## src/rtl/sbus_rx_pkg.sv

```systemverilog
package sbus_rx_pkg;

    localparam int OCT_W     = 8;
    localparam int BIT_IDX_W = $clog2(OCT_W);
    localparam int CRC_W     = 16;

    localparam logic [OCT_W-1:0] OCT_FRAME_START = 8'h80;
    localparam logic [OCT_W-1:0] OCT_FRAME_CTRL  = 8'h81;
    localparam logic [OCT_W-1:0] OCT_HAND_PILOT  = 8'h8A;
    localparam logic [OCT_W-1:0] OCT_HAND_COPLT  = 8'h8E;
    localparam logic [OCT_W-1:0] OCT_CSTAT_LO    = 8'hA4;
    localparam logic [OCT_W-1:0] OCT_CSTAT_HI    = 8'hA7;

    localparam logic [CRC_W-1:0] CRC_SEED    = 16'hFFFF;
    localparam logic [CRC_W-1:0] CRC_POLY_R  = 16'h8408;
    localparam logic [CRC_W-1:0] CRC_RESIDUE = 16'hF0B8;

    typedef enum logic [2:0] {
        KIND_NONE      = 3'd0,
        KIND_FSTART    = 3'd1,
        KIND_FCTRL     = 3'd2,
        KIND_HAND_PLT  = 3'd3,
        KIND_HAND_CPLT = 3'd4,
        KIND_USER_REQ  = 3'd5,
        KIND_CSTAT     = 3'd6,
        KIND_USER_DATA = 3'd7
    } msg_kind_e;

    typedef enum logic {
        ST_HUNT  = 1'b0,
        ST_FRAME = 1'b1
    } rx_state_e;

    // Per-strobe event produced by the line stage.
    typedef struct packed {
        logic data_vld;
        logic data_bit;
        logic flag;
        logic abort;
    } line_ev_t;

    // Summary of a frame at the moment it closes.
    typedef struct packed {
        logic             done;
        logic             aborted;
        logic             aligned;
        logic             crc_match;
        logic             short_frame;
        logic             single_oct;
        logic [OCT_W-1:0] first_oct;
    } frame_sum_t;

    // Report that the top holds between frame ends.
    typedef struct packed {
        msg_kind_e        kind;
        logic [OCT_W-1:0] addr;
        logic [1:0]       ctrl_id;
        logic             err;
        logic             crc_ok;
    } frame_rpt_t;

    function automatic logic [CRC_W-1:0] crc_step(input logic [CRC_W-1:0] c,
                                                  input logic [OCT_W-1:0] d);
        logic [CRC_W-1:0] r;
        r = c;
        for (int i = 0; i < OCT_W; i++) begin
            if (r[0] ^ d[i]) r = (r >> 1) ^ CRC_POLY_R;
            else             r = r >> 1;
        end
        return r;
    endfunction

endpackage

```

## src/rtl/sbus_rx_bitline.sv

```systemverilog
module sbus_rx_bitline
    import sbus_rx_pkg::*;
#(
    parameter int RUN_W = 3
) (
    input  logic     clk,
    input  logic     rst,
    input  logic     bit_vld,
    input  logic     bit_in,
    output line_ev_t ev
);

    localparam logic [RUN_W-1:0] RUN_STUFF = RUN_W'(5);
    localparam logic [RUN_W-1:0] RUN_FLAG  = RUN_W'(6);
    localparam logic [RUN_W-1:0] RUN_SAT   = RUN_W'(7);

    logic [RUN_W-1:0] ones_q;

    // Classify the current bit against the run of ones before it.
    always_comb begin
        ev = '0;
        if (bit_vld) begin
            if (bit_in) begin
                if (ones_q >= RUN_FLAG) begin
                    ev.abort = 1'b1;
                end else begin
                    ev.data_vld = 1'b1;
                    ev.data_bit = 1'b1;
                end
            end else begin
                if (ones_q == RUN_FLAG) begin
                    ev.flag = 1'b1;
                end else if (ones_q != RUN_STUFF) begin
                    ev.data_vld = 1'b1;
                    ev.data_bit = 1'b0;
                end
            end
        end
    end

    always_ff @(posedge clk) begin
        if (rst) begin
            ones_q <= '0;
        end else if (bit_vld) begin
            if (!bit_in)               ones_q <= '0;
            else if (ones_q != RUN_SAT) ones_q <= ones_q + RUN_W'(1);
        end
    end

    // an inserted zero after five ones never becomes data
    a_r2_stuffed_zero_dropped: assert property (@(posedge clk) disable iff (rst)
        (bit_vld && !bit_in && ones_q == RUN_STUFF) |-> (!ev.data_vld && !ev.flag));

endmodule

```

## src/rtl/sbus_rx_framer.sv

```systemverilog
module sbus_rx_framer
    import sbus_rx_pkg::*;
#(
    parameter int CNT_W = 8
) (
    input  logic             clk,
    input  logic             rst,
    input  line_ev_t         ev,
    output logic             oct_vld,
    output logic [OCT_W-1:0] oct_data,
    output frame_sum_t       sum
);

    localparam logic [BIT_IDX_W-1:0] LAST_BIT  = BIT_IDX_W'(OCT_W - 1);
    localparam logic [CNT_W-1:0]     CHK_OCTS  = CNT_W'(2);
    localparam logic [CNT_W-1:0]     MIN_OCTS  = CNT_W'(3);
    localparam logic [CNT_W-1:0]     CNT_SAT   = {CNT_W{1'b1}};

    rx_state_e              state_q;
    logic [OCT_W-1:0]       sr_q;
    logic [BIT_IDX_W-1:0]   nb_q;
    logic [CNT_W-1:0]       cnt_q;
    logic [OCT_W-1:0]       hold0_q;
    logic [OCT_W-1:0]       hold1_q;
    logic [CRC_W-1:0]       crc_q;
    logic [OCT_W-1:0]       first_q;
    logic [OCT_W-1:0]       oct_new;
    logic                   in_frame;

    assign oct_new  = {ev.data_bit, sr_q[OCT_W-1:1]};
    assign in_frame = (state_q == ST_FRAME);

    // Frame close: a flag or abort after at least one complete octet.
    always_comb begin
        sum.done        = in_frame && (ev.flag || ev.abort) && (cnt_q != '0);
        sum.aborted     = ev.abort;
        sum.aligned     = (nb_q == LAST_BIT);
        sum.crc_match   = (crc_q == CRC_RESIDUE);
        sum.short_frame = (cnt_q < MIN_OCTS);
        sum.single_oct  = (cnt_q == MIN_OCTS);
        sum.first_oct   = first_q;
    end

    always_ff @(posedge clk) begin
        if (rst) begin
            state_q  <= ST_HUNT;
            sr_q     <= '0;
            nb_q     <= '0;
            cnt_q    <= '0;
            hold0_q  <= '0;
            hold1_q  <= '0;
            crc_q    <= CRC_SEED;
            first_q  <= '0;
            oct_vld  <= 1'b0;
            oct_data <= '0;
        end else begin
            oct_vld <= 1'b0;
            unique case (state_q)
                ST_HUNT: begin
                    if (ev.flag) begin
                        state_q <= ST_FRAME;
                        nb_q    <= '0;
                        cnt_q   <= '0;
                        crc_q   <= CRC_SEED;
                    end
                end
                ST_FRAME: begin
                    if (ev.abort) begin
                        state_q <= ST_HUNT;
                    end else if (ev.flag) begin
                        nb_q  <= '0;
                        cnt_q <= '0;
                        crc_q <= CRC_SEED;
                    end else if (ev.data_vld) begin
                        sr_q <= oct_new;
                        nb_q <= nb_q + BIT_IDX_W'(1);
                        if (nb_q == LAST_BIT) begin
                            crc_q   <= crc_step(crc_q, oct_new);
                            hold0_q <= oct_new;
                            hold1_q <= hold0_q;
                            if (cnt_q != CNT_SAT) cnt_q <= cnt_q + CNT_W'(1);
                            if (cnt_q == '0) first_q <= oct_new;
                            // Two octets stay held back: they may be the check field.
                            if (cnt_q >= CHK_OCTS) begin
                                oct_vld  <= 1'b1;
                                oct_data <= hold1_q;
                            end
                        end
                    end
                end
                default: state_q <= ST_HUNT;
            endcase
        end
    end

    // octets only come out of frame reception
    a_r4_octet_only_in_frame: assert property (@(posedge clk) disable iff (rst)
        oct_vld |-> ($past(state_q) == ST_FRAME));

    // a flag inside a frame restarts octet assembly
    a_r3_flag_restarts: assert property (@(posedge clk) disable iff (rst)
        (in_frame && ev.flag && !ev.abort) |=> (nb_q == '0 && cnt_q == '0));

endmodule

```

## src/rtl/sbus_rx_classify.sv

```systemverilog
module sbus_rx_classify
    import sbus_rx_pkg::*;
(
    input  frame_sum_t sum,
    output frame_rpt_t rpt
);

    logic err;
    logic is_cstat;

    assign err      = sum.aborted || !sum.aligned || sum.short_frame;
    assign is_cstat = (sum.first_oct >= OCT_CSTAT_LO) && (sum.first_oct <= OCT_CSTAT_HI);

    always_comb begin
        rpt.addr    = sum.first_oct;
        rpt.err     = err;
        rpt.crc_ok  = !err && sum.crc_match;
        rpt.ctrl_id = 2'b00;
        rpt.kind    = KIND_NONE;
        if (!err) begin
            if (sum.single_oct) begin
                unique case (sum.first_oct)
                    OCT_FRAME_START: rpt.kind = KIND_FSTART;
                    OCT_FRAME_CTRL:  rpt.kind = KIND_FCTRL;
                    OCT_HAND_PILOT:  rpt.kind = KIND_HAND_PLT;
                    OCT_HAND_COPLT:  rpt.kind = KIND_HAND_CPLT;
                    default:         rpt.kind = KIND_USER_REQ;
                endcase
            end else if (is_cstat) begin
                rpt.kind    = KIND_CSTAT;
                rpt.ctrl_id = sum.first_oct[1:0];
            end else begin
                rpt.kind = KIND_USER_DATA;
            end
        end
    end

endmodule

```

## src/rtl/sbus_rx_deframer.sv

```systemverilog
module sbus_rx_deframer
    import sbus_rx_pkg::*;
#(
    parameter int CNT_W = 8,
    parameter int RUN_W = 3
) (
    input  logic       clk,
    input  logic       rst,
    input  logic       bit_vld,
    input  logic       bit_in,
    output logic       byte_vld,
    output logic [7:0] byte_data,
    output logic       frame_end,
    output logic       frame_err,
    output logic       frame_crc_ok,
    output logic [2:0] msg_kind,
    output logic [7:0] msg_addr,
    output logic [1:0] ctrl_id
);

    line_ev_t   ev;
    frame_sum_t sum;
    frame_rpt_t rpt;
    frame_rpt_t rpt_q;
    logic       end_q;

    sbus_rx_bitline #(.RUN_W(RUN_W)) u_line (
        .clk     (clk),
        .rst     (rst),
        .bit_vld (bit_vld),
        .bit_in  (bit_in),
        .ev      (ev)
    );

    sbus_rx_framer #(.CNT_W(CNT_W)) u_framer (
        .clk      (clk),
        .rst      (rst),
        .ev       (ev),
        .oct_vld  (byte_vld),
        .oct_data (byte_data),
        .sum      (sum)
    );

    sbus_rx_classify u_class (
        .sum (sum),
        .rpt (rpt)
    );

    always_ff @(posedge clk) begin
        if (rst) begin
            end_q <= 1'b0;
            rpt_q <= '0;
        end else begin
            end_q <= sum.done;
            if (sum.done) rpt_q <= rpt;
        end
    end

    assign frame_end    = end_q;
    assign frame_err    = rpt_q.err;
    assign frame_crc_ok = rpt_q.crc_ok;
    assign msg_kind     = rpt_q.kind;
    assign msg_addr     = rpt_q.addr;
    assign ctrl_id      = rpt_q.ctrl_id;

    // the end strobe lasts one cycle
    a_r3_end_single_cycle: assert property (@(posedge clk) disable iff (rst)
        frame_end |=> !frame_end);

    // status kind only for controller addresses
    a_r7_cstat_addr_range: assert property (@(posedge clk) disable iff (rst)
        (frame_end && msg_kind == KIND_CSTAT) |-> (msg_addr >= OCT_CSTAT_LO && msg_addr <= OCT_CSTAT_HI));

    // malformed frames carry no kind and no good check
    a_r8_err_clears_report: assert property (@(posedge clk) disable iff (rst)
        (frame_end && frame_err) |-> (!frame_crc_ok && msg_kind == KIND_NONE));

    // report holds between frame ends
    a_r10_report_holds: assert property (@(posedge clk) disable iff (rst)
        !frame_end |-> ($stable(msg_kind) && $stable(msg_addr) && $stable(frame_err)
                        && $stable(frame_crc_ok) && $stable(ctrl_id)));

endmodule

```

## config.mk

```make
export PLATFORM = sky130hd
export DESIGN_NAME = sbus_rx_deframer
export DESIGN_NICKNAME = d
export VERILOG_FILES = /design/src/rtl/sbus_rx_pkg.sv /design/src/rtl/sbus_rx_bitline.sv /design/src/rtl/sbus_rx_framer.sv /design/src/rtl/sbus_rx_classify.sv /design/src/rtl/sbus_rx_deframer.sv
export SDC_FILE = /design/constraint.sdc
export NUM_CORES = 1
export LEC_CHECK = 0
export ABC_AREA = 1
export ABC_CLOCK_PERIOD_IN_PS = 1650
export BUFFER_PORTS_ARGS = -buffer_cell sky130_fd_sc_hd__buf_4
export CAP_MARGIN = 20
export CELL_PAD_IN_SITES_DETAIL_PLACEMENT = 1
export CELL_PAD_IN_SITES_GLOBAL_PLACEMENT = 1
export CORE_MARGIN = 10
export CORE_UTILIZATION = 39
export DETAILED_ROUTE_END_ITERATION = 12
export PLACE_DENSITY_LB_ADDON = 0.3
export SYNTH_ARGS = -nofsm -noshare
export SYNTH_HDL_FRONTEND = slang
export SYNTH_HIERARCHICAL = 1
export SYNTH_SLANG_ARGS = --single-unit
export TNS_END_PERCENT = 50
```

## constraint.sdc

```tcl
create_clock -name clk -period 1.65 [get_ports clk]
set_input_delay 0.33 -clock clk [delete_from_list [all_inputs] [get_ports clk]]
set_output_delay 0.33 -clock clk [all_outputs]
set_load 0.01 [all_outputs]
```

# Word-level counts from Yosys, hierarchy flattened
# Cells that the tools add are included.
# totals
regBits	88
latch_bits	0
ram_bits	0
mem_bits_ro	0
output_inout_bits	25
wordCells	173
n_memories	0
# op_classes
n_addsub	3
mul	0
div	0
magnitude_cmp	5
eq_ne	17
n_shift	0
muxes	90
bitwise_logic	21
n_reduce_logical	20
# op_table
operator	count
$mux W16	55
$mux W8	6
$eq A8 B8 Y1 const B	4
$pmux W16 S2	1
$mux W3	8
$not A2 Y3	8
$eq A16 B16 Y1 const B	1
$pmux W8 S2	1
$mux W2	7
$pmux W3 S4	1
$reduce_and A6 Y1	2
$reduce_and A5 Y1	2
$add A8 B1 Y8 const B	1
$eq A8 B2 Y1 const B	1
$ge A8 B2 Y1 const B	1
$ge A8 B8 Y1 const B	1
$le A8 B8 Y1 const B	1
$logic_not A8 Y1	1
$lt A8 B2 Y1 const B	1
$mux W1	8
$ne A8 B8 Y1 const B	1
$reduce_and A4 Y1	2
$reduce_bool A8 Y1	1
$xor A1 B1 Y1	8
other kinds (18)	33

# Logic depth before layout (Yosys ltp)
# Gate-level depths: netlist (run 1).
# logic_depth
depth_word	65
mapped_depth	14

# By module
# The synthesis (run 1) kept the hierarchy.
# by_module_without_submodules
mod	instances	cells_each	area_each_um2	seq_area_each_um2
sbus_rx_framer	1	441	3159.3	1361.3
sbus_rx_deframer	1	98	656.9	320.3
sbus_rx_classify	1	53	289.0	0.0
sbus_rx_bitline	1	41	241.5	60.1

# Least setup slack after synthesis (run 1)
# Ideal clock, no wire load.
# synth_timing
path_kind	reg2reg
from	reg u_line.ones_q[0]
to	reg u_framer.crc_q[2]
setup_time_ns	0.119
t_arrival_ns	1.684
required_ns	1.531
slack_ns	-0.153
path_stages_with_launch	13
period_less_slack_ns	1.803
cell_sequence	dfxtp_1 -> inv_1 -> ha_1 -> nor2_1 -> nor2_1 -> nor2_1 -> nor2_1 -> nand3b_4 -> nor2_4 -> inv_2 -> buf_6 -> a21oi_1 -> nand2_1
# synth_rtl
element	line	text
from (decl)	sbus_rx_bitline.sv:17	logic [RUN_W-1:0] ones_q;
from (signal assigned)	sbus_rx_bitline.sv:46	else if (ones_q != RUN_SAT) ones_q <= ones_q + RUN_W'(1);
to (signal assigned)	sbus_rx_framer.sv:78	crc_q <= crc_step(crc_q, oct_new);
to (decl)	sbus_rx_framer.sv:25	logic [CRC_W-1:0] crc_q;

==> results of run 1 <==
cells in the mapped netlist (2+ instances only):
master    instances  share of area (%)
clkbuf_1          6               0.52
xor2_1            6                1.2
nand2_2           6               0.86
nand2_1         173                 15
a21oi_2           2               0.40
o22ai_1           4               0.58
inv_4             2               0.29
nor2_1          105                9.1
nor3_1            5               0.58
xnor2_1           6                1.2
inv_1            57                4.9
buf_6             5                1.3
inv_2            11               0.95
a21oi_1          44                5.1
nor2_4            3               0.78
o21ai_0          30                3.5
ha_1              9                2.6
dfxtp_1          87                 40
nand3_1          28                3.2
nand4_1           7                1.0
buf_2             4               0.46
a211oi_1          2               0.35
nor2_2            3               0.43
buf_4            12                2.1
nand2_4           4                1.0
cells by family (layout without fill, tap and decap cells):
kind of cell / Yosys count / count (layout)
xor+xnor: 12 / 12
flops: 87 / 87
buf+inv: 99 / 196
fa+ha+maj: 9 / 9
compound gates: 87 / 87
simple gates: 339 / 340
worst register-to-register path: stages, from the launching register on:
cell and delay, ps:
dfxtp_2 350, inv_2 60, ha_4 150, nand2_4 60, nor2_4 180, nor2_2 80
nand3_2 120, inv_4 60, nand2_8 120, clkinv_8 120, nand2_8 130, clkinv_8 80
nor2_1 120, nor2_1 60
cell type report:
cell class / count / area share, %
Timing Repair inverter: 2 / 0.3835
Inverter: 71 / 5.177
Timing Repair Buffer: 107 / 16.70
Multi-Input combinational cell: 448 / 41.37
Sequential cell: 87 / 29.85
Clock inverter: 7 / 1.427
Clock buffer: 9 / 2.109
Tap cell: 140 / 2.983
where the power goes:
| group | leakage, nW | switching, W | total [W] | internal [W] |
|---|---|---|---|---|
| Combinational | 1.66 | 0.000116 | 0.000186 | 0.0000696 |
| Clock | 0.103 | 0.000913 | 0.00164 | 0.000729 |
| Sequential | 0.705 | 0.00000883 | 0.00211 | 0.00210 |
worst paths after layout:
kind / start / endpoint / slack (ps)
setup / recovery: u_line/ones_q[0] / u_framer/first_q[4] / -120
hold / removal: bit_vld / u_line/ones_q[0] / 270
setup reg to reg: u_line/ones_q[0] / u_framer/first_q[4] / -120
hold reg to reg: u_framer/crc_q[10] / u_framer/crc_q[10] / 470
sequential cells by signal, summed over array words and instances (netlist names), 2 cells and up:
name	cells
ctrl_id	2
u_framer/sr_q	7
u_line/ones_q	3
u_framer/cnt_q	8
msg_kind	3
u_framer/hold1_q	8
u_framer/first_q	8
u_framer/nb_q	3
u_framer/hold0_q	8
msg_addr	8
u_framer/crc_q	16
u_framer/oct_data	8
timing repair:
| item | 4_1_cts | 5_1_grt |
|---|---|---|
| resized for setup | 36 | 80 |
| pin swaps | 17 | 27 |
| endpoints found under the setup margin | 76 | 83 |
| gates cloned | 2 | 6 |
| setup buffers | 5 | 13 |
metrics by stage:
| stage | TNS [ps] | std cells | setup WS [ps] | total power, W | util (%) |
|---|---|---|---|---|---|
| floorplan | -652.4 | 633 | -70.33 | 0.002252 | - |
| global placement | -3268 | 830 | -104.3 | 0.002310 | 46.10 |
| detailed placement | -6781 | 830 | -155.6 | 0.002317 | 46.10 |
| CTS | -1225 | 853 | -61.23 | 0.003950 | 49.33 |
| global route | -12960 | 871 | -241.3 | 0.004090 | 53.94 |
| finish | -4219 | 871 | -124.2 | 0.003940 | 53.94 |
per-layer routing:
metal | vias to the layer above | share of wire, % | GRT usage [%]
met5 | - | 0 | 0
met4 | 0 | 2.0 | 6.572
met3 | 22 | 3.3 | 3.084
met2 | 55 | 52 | 27.81
met1 | 2127 | 43 | 17.75
li1 | 2163 | - | -
==> load_flow_metrics.sql, run 1 <==
INSERT INTO impl_metrics (metric_group, metric, value, unit) VALUES
('status', 'status', 'complete, but fails checks', ''),
('status', 'violations_in_the_final_reports', 'setup timing', ''),
('detailed_routing', 'antenna_nets_post_route', '0', ''),
('critical_path', 'critical-path-top-delay-family', 'simple AND/OR/NAND/NOR gates', ''),
('clocking', 'clkLatencyLatePin', '400', 'ps'),
('synth', 'synth-xor-area-share', '2.418', '%'),
('floorplan', 'floorplan.core_area', '10890', 'µm²'),
('sta', 'finalSetupViolations', '72', ''),
('clocking', 'clkSinkCount', '87', ''),
('final_layout', 'mostFrequentLayoutCells', 'nand2_1, nor2_1, buf_4', ''),
('synth', 'post_synth_and_or_nand_nor_area_fraction', '33.39', '%'),
('critical_path', 'worst_r2r_path_depth', '13', ''),
('clocking', 'clock_path_buffers', '2', ''),
('power', 'ir_worst_vdd', '0.4587', 'mV'),
('power', 'cellLeakagePower', '2.466', 'nW'),
('sta', 'finalHoldViolCount', '0', ''),
('clocking', 'clock_input_transition_at_the_sequential_cells_of_the_worst_setup_and_hold_paths', '100', 'ps'),
('critical_path', 'critical_path.cell_chain', 'inv_2 > ha_4 > nand2_4 > nor2_4 > nor2_2 > nand3_2 > inv_4 > nand2_8 > clkinv_8 > nand2_8 > clkinv_8 > nor2_1 > nor2_1', ''),
('run', 'drv.max_cap_violation_count', '0', ''),
('final_layout', 'sequential_cell_area', '1753', 'µm²'),
('grt', 'globalRouteTotalUtil', '15.63', '%'),
('floorplan', 'die_x', '125.6', 'µm'),
('synth', 'mapped_cell_area', '4347', 'µm²'),
('clocking', 'numCtsBuffers', '9', ''),
('detailed_routing', 'viasPerCell', '5.014', ''),
('synth', 'synthesis.nets', '646', ''),
('clocking', 'clockRootBuffer', 'clkbuf_8', ''),
('detailed_routing', 'drt_first_pass_iters', '4', ''),
('place', 'detailed_place.area', '5020', 'µm²'),
('critical_path', 'worst_setup_path_end_kind', 'register', ''),
('worst_hold_path', 'min_path_cells', '4', ''),
('sta', 'postLayoutSetupSlackWorst', '-124.2', 'ps'),
('critical_path', 'timing.critical_path.from_type', 'register', ''),
('place', 'hpwlAfterDp', '8.758', 'mm'),
('critical_path', 'critPathSlowestCell', 'dfxtp_2', ''),
('clocking', 'cts-htree-levels', '3', ''),
('clocking', 'cts_hold_repair.buffers', '0', ''),
('place', 'placement.io_buffers', '28', ''),
('critical_path', 'critical-path-max-stage-delay', '350', 'ps'),
('critical_path', 'cp.required', '1950', 'ps'),
('sta', 'finalWorstPathRequiredPeriod', '1774', 'ps'),
('grt', 'global_route_wire_length_before_repair', '20.82', 'mm'),
('final_layout', 'multi_input_area', '2430', 'µm²'),
('floorplan', 'rows', '38', ''),
('detailed_routing', 'drcViolationCount', '0', ''),
('sta', 'slew-limit-headroom', '72.39', '%'),
('final_layout', 'antenna-diode-count', '0', ''),
('sta', 'tightestPinTransition', '411.2', 'ps'),
('floorplan', 'top_level_ports', '29', ''),
('synth', 'synth_top_family_by_area', 'simple AND/OR/NAND/NOR gates', ''),
('grt', 'grt_max_degree', '32', ''),
('sta', 'final_worst_clock_skew', '13.90', 'ps'),
('synth', 'area_fraction_in_compound_gates_after_synthesis', '10.74', '%'),
('synth', 'yosys.area_share.adder', '2.591', '%'),
('power', 'power.density_cell_area', '670.8', 'nW/µm²'),
('detailed_routing', 'wl_per_cell', '16.22', 'µm'),
('critical_path', 'cp_num_cells', '13', ''),
('worst_hold_path', 'hold_path_class', 'in2reg', ''),
('clocking', 'cts_tree', 'yes', ''),
('sta', 'timing.fmax', '563.6', 'MHz'),
('final_layout', 'layout-drive-gt1-share', '32.42', '%'),
('detailed_routing', 'detailedRoute.firstIterationViolations', '243', ''),
('critical_path', 'cp_max_fo', '8', ''),
('critical_path', 'critPathBufInv', '4', ''),
('synth', 'synthArstFlopShare', '0', '%'),
('sta', 'report.final.slew_viol_count', '0', ''),
('grt', 'antenna_found_initial', '0', ''),
('final_layout', 'synthToLayoutAreaGrowth', '35.12', '%'),
('final_layout', 'mostFrequentLayoutCell', 'nand2_1', ''),
('critical_path', 'worstPathArrival', '2070', 'ps'),
('grt', 'grt_pass1_vias', '4359', '');
Note: power is estimated with default switching activity, not from simulation.
==> run 2: changes to the inputs <==
CORE_UTILIZATION = 35   (was 39)
CTS_BUF_LIST = sky130_fd_sc_hd__clkbuf_16   (was not set)
CTS_CLUSTER_SIZE = 28   (was not set)
==> run 2 against run 1 <==
Against the previous run:
- the flow still finishes with violations (setup timing)
- design area increased by 0.70%
- clock skew shrank 6.1 ps
- first-iteration DRC count decreased by 14%
- die area up 9.6%
- combinational power rose by 4%
- setup slack improved by 2.1 ps
- register-to-register slack about the same
- clock power up 26%
- via count shrank 3.1%
- critical path depth down 2
- cell count is 2.3% higher
- global-route usage shrank 1.1 points
- critical endpoint is now u_framer/crc_q[1]
- largest cell class unchanged
==> load_flow_metrics.sql, run 2 (synthesis gave the netlist of run 1 again) <==
INSERT INTO impl_metrics (metric_group, metric, value, unit) VALUES
('place', 'placement.io_buffers', '28', ''),
('detailed_routing', 'met2WireLength', '6.915', 'mm'),
('power', 'ir_worst_vdd', '0.3633', 'mV'),
('clocking', 'cts_hold_repair.buffers', '0', ''),
('critical_path', 'critical_path.cell_chain', 'inv_4 > ha_4 > nand2_4 > nor2_4 > buf_4 > nor2_4 > nand3b_4 > nor2_4 > inv_6 > a21oi_1 > nand2_1', ''),
('power', 'sum_of_internal_switching_and_leakage_power', '0.004370', 'W'),
('final_layout', 'registers.top_by_ff_count', 'u_framer/crc_q', ''),
('sta', 'tightestPinTransition', '438.6', 'ps'),
('detailed_routing', 'met1_length', '5.718', 'mm'),
('floorplan', 'rows', '40', ''),
('grt', 'globalRouteTotalUtil', '14.54', '%'),
('final_layout', 'number_of_nets_at_the_end_of_the_flow', '731', ''),
('power', 'power.density_cell_area', '738.9', 'nW/µm²'),
('final_layout', 'multi_input_area', '2464', 'µm²'),
('sta', 'grt_setup_unrepaired', 'true', ''),
('sta', 'finalHoldViolCount', '0', ''),
('sta', 'report.final.slew_viol_count', '0', ''),
('critical_path', 'critPathBufInv', '3', ''),
('critical_path', 'critical-path-top-cell-by-count', 'nor2_4', ''),
('sta', 'timing.final.crit_share', '107.4', '%'),
('critical_path', 'critical-path-top-delay-family', 'simple AND/OR/NAND/NOR gates', ''),
('sta', 'final_worst_clock_skew', '7.786', 'ps'),
('detailed_routing', 'antenna_nets_post_route', '0', ''),
('power', 'cellLeakagePower', '2.461', 'nW'),
('clocking', 'clockRootBuffer', 'clkbuf_16', ''),
('grt', 'global_route.overflow_total', '0', ''),
('final_layout', 'antenna-diode-count', '0', ''),
('detailed_routing', 'drt_first_pass_iters', '4', ''),
('floorplan', 'effective_utilization_at_floorplan', '35.89', '%'),
('clocking', 'cts_tree', 'yes', ''),
('final_layout', 'layoutNonFillerInstCount', '891', ''),
('critical_path', 'cp_max_fo', '11', ''),
('detailed_routing', 'detailroute.wirelength.met3', '241', 'µm'),
('sta', 'finalWorstPathRequiredPeriod', '1772', 'ps'),
('sta', 'finalHoldWorstSlack', '368.3', 'ps'),
('sta', 'finalSetupViolations', '55', ''),
('clocking', 'numCtsBuffers', '9', ''),
('floorplan', 'top_level_ports', '29', ''),
('critical_path', 'timing_worst_setup_path_type', 'reg2reg', ''),
('critical_path', 'critical-path-max-stage-delay', '370', 'ps'),
('grt', 'antenna_found_initial', '0', ''),
('clocking', 'cts-htree-levels', '3', ''),
('detailed_routing', 'detailedRoute.firstIterationViolations', '209', ''),
('final_layout', 'final.fill_count', '1534', ''),
('floorplan', 'chipHeight', '131.4', 'µm'),
('final_layout', 'synthToLayoutAreaGrowth', '36.07', '%'),
('critical_path', 'timing.critical_path.from_type', 'register', ''),
('detailed_routing', 'vias', '4232', ''),
('grt', 'global_route_wire_length_before_repair', '21.43', 'mm'),
('floorplan', 'die_x', '131.4', 'µm'),
('clocking', 'clkLatencyLatePin', '340', 'ps'),
('detailed_routing', 'topRoutingLayerUsed', 'met4', ''),
('clocking', 'clock_path_buffers', '2', ''),
('sta', 'slew-limit-headroom', '70.55', '%'),
('sta', 'totalNegativeSetupSlack', '-2965', 'ps'),
('grt', 'grt_pass1_vias', '4454', ''),
('clocking', 'clock_input_transition_at_the_sequential_cells_of_the_worst_setup_and_hold_paths', '60', 'ps'),
('final_layout', 'mostFrequentLayoutCells', 'nand2_1, nor2_1, buf_4', ''),
('final_layout', 'mostFrequentLayoutCell', 'nand2_1', ''),
('critical_path', 'cp.required', '1880', 'ps'),
('place', 'place_inst', '858', ''),
('place', 'hpwlAfterDp', '8.928', 'mm'),
('clocking', 'clkSinkCount', '87', ''),
('run', 'drv.max_cap_violation_count', '0', ''),
('critical_path', 'worstPathArrival', '2000', 'ps'),
('final_layout', 'sequential_cell_area', '1754', 'µm²'),
('status', 'violations_in_the_final_reports', 'setup timing', ''),
('critical_path', 'critPathSlowestCell', 'dfxtp_4', ''),
('status', 'status', 'complete, but fails checks', ''),
('place', 'routabilityCongestion', '0.7973', ''),
('place', 'dp_worst_setup_slack', '-179.8', 'ps'),
('detailed_routing', 'drcViolationCount', '0', ''),
('final_layout', 'largest_reg_flops', '16', ''),
('detailed_routing', 'drt-total-wl', '13.13', 'mm'),
('sta', 'timing.fmax', '564.3', 'MHz'),
('sta', 'postLayoutSetupSlackWorst', '-122.2', 'ps'),
('detailed_routing', 'viasPerCell', '4.750', ''),
('floorplan', 'die-area', '17280', 'µm²'),
('floorplan', 'floorplan.core_area', '12110', 'µm²'),
('final_layout', 'layout-drive-gt1-share', '30.57', '%'),
('worst_hold_path', 'hold_path_class', 'in2reg', ''),
('grt', 'grt_max_degree', '32', ''),
('detailed_routing', 'wl_per_cell', '14.74', 'µm'),
('critical_path', 'worst_setup_path_end_kind', 'register', '');
==> run 2: cell count changes in the layout (fill, tap and decap cells not counted), moves of 3 or more <==
cell,before,now
nand3_1,24,27
clkbuf_16,4,11
nor2_4,6,11
clkbuf_8,9,0
nand2_2,17,12
buf_6,12,6
nor2_2,13,8
o21ai_0,16,13
o21ai_1,7,11
==> run 2: repair_timing <==
action / 4_1_cts / 5_1_grt
setup endpoints to repair: 74 / 82
gates cloned: 2 / 2
pin swaps: 13 / 15
setup buffers: 4 / 9
gates resized for setup: 42 / 73
==> run 2: cell type report <==
cell class                      instances  area share, %
Sequential cell                        87          29.66
Timing Repair Buffer                  100          14.72
Clock buffer                            9          3.808
Tap cell                              168          3.554
Multi-Input combinational cell        447          41.65
Timing Repair inverter                  2         0.2539
Inverter                               71          5.141
Clock inverter                          7          1.206
==> run 2: per-stage QoR <==
step	utilization (%)	instance area, µm²
after CTS	45.81	5548
after global placement	41.94	5080
after detailed placement	41.94	5080
final	48.83	5914
after global routing	48.83	5914
after floorplan	-	4370
==> run 2: where the power goes <==
| part | leakage [nW] | internal (W) | switching, W |
|---|---|---|---|
| Clock | 0.144 | 0.00118 | 0.000885 |
| Sequential | 0.705 | 0.00210 | 0.0000110 |
| Combinational | 1.61 | 0.0000749 | 0.000119 |
==> run 2: worst paths after layout <==
check,from,depth (start not counted),slack (ps),endpoint
max,u_line/ones_q[0],11,-120,u_framer/crc_q[1]
min,rst,2,370,frame_end
max reg2reg,u_line/ones_q[0],11,-120,u_framer/crc_q[1]
min reg2reg,u_framer/hold0_q[0],2,460,u_framer/hold1_q[0]
==> run 2: routing by layer <==
metal  up-vias  track usage [%]
met5         -                0
met4         0            5.624
met3        20            2.210
met2        51            26.12
met1      2008            16.89
li1       2153                -
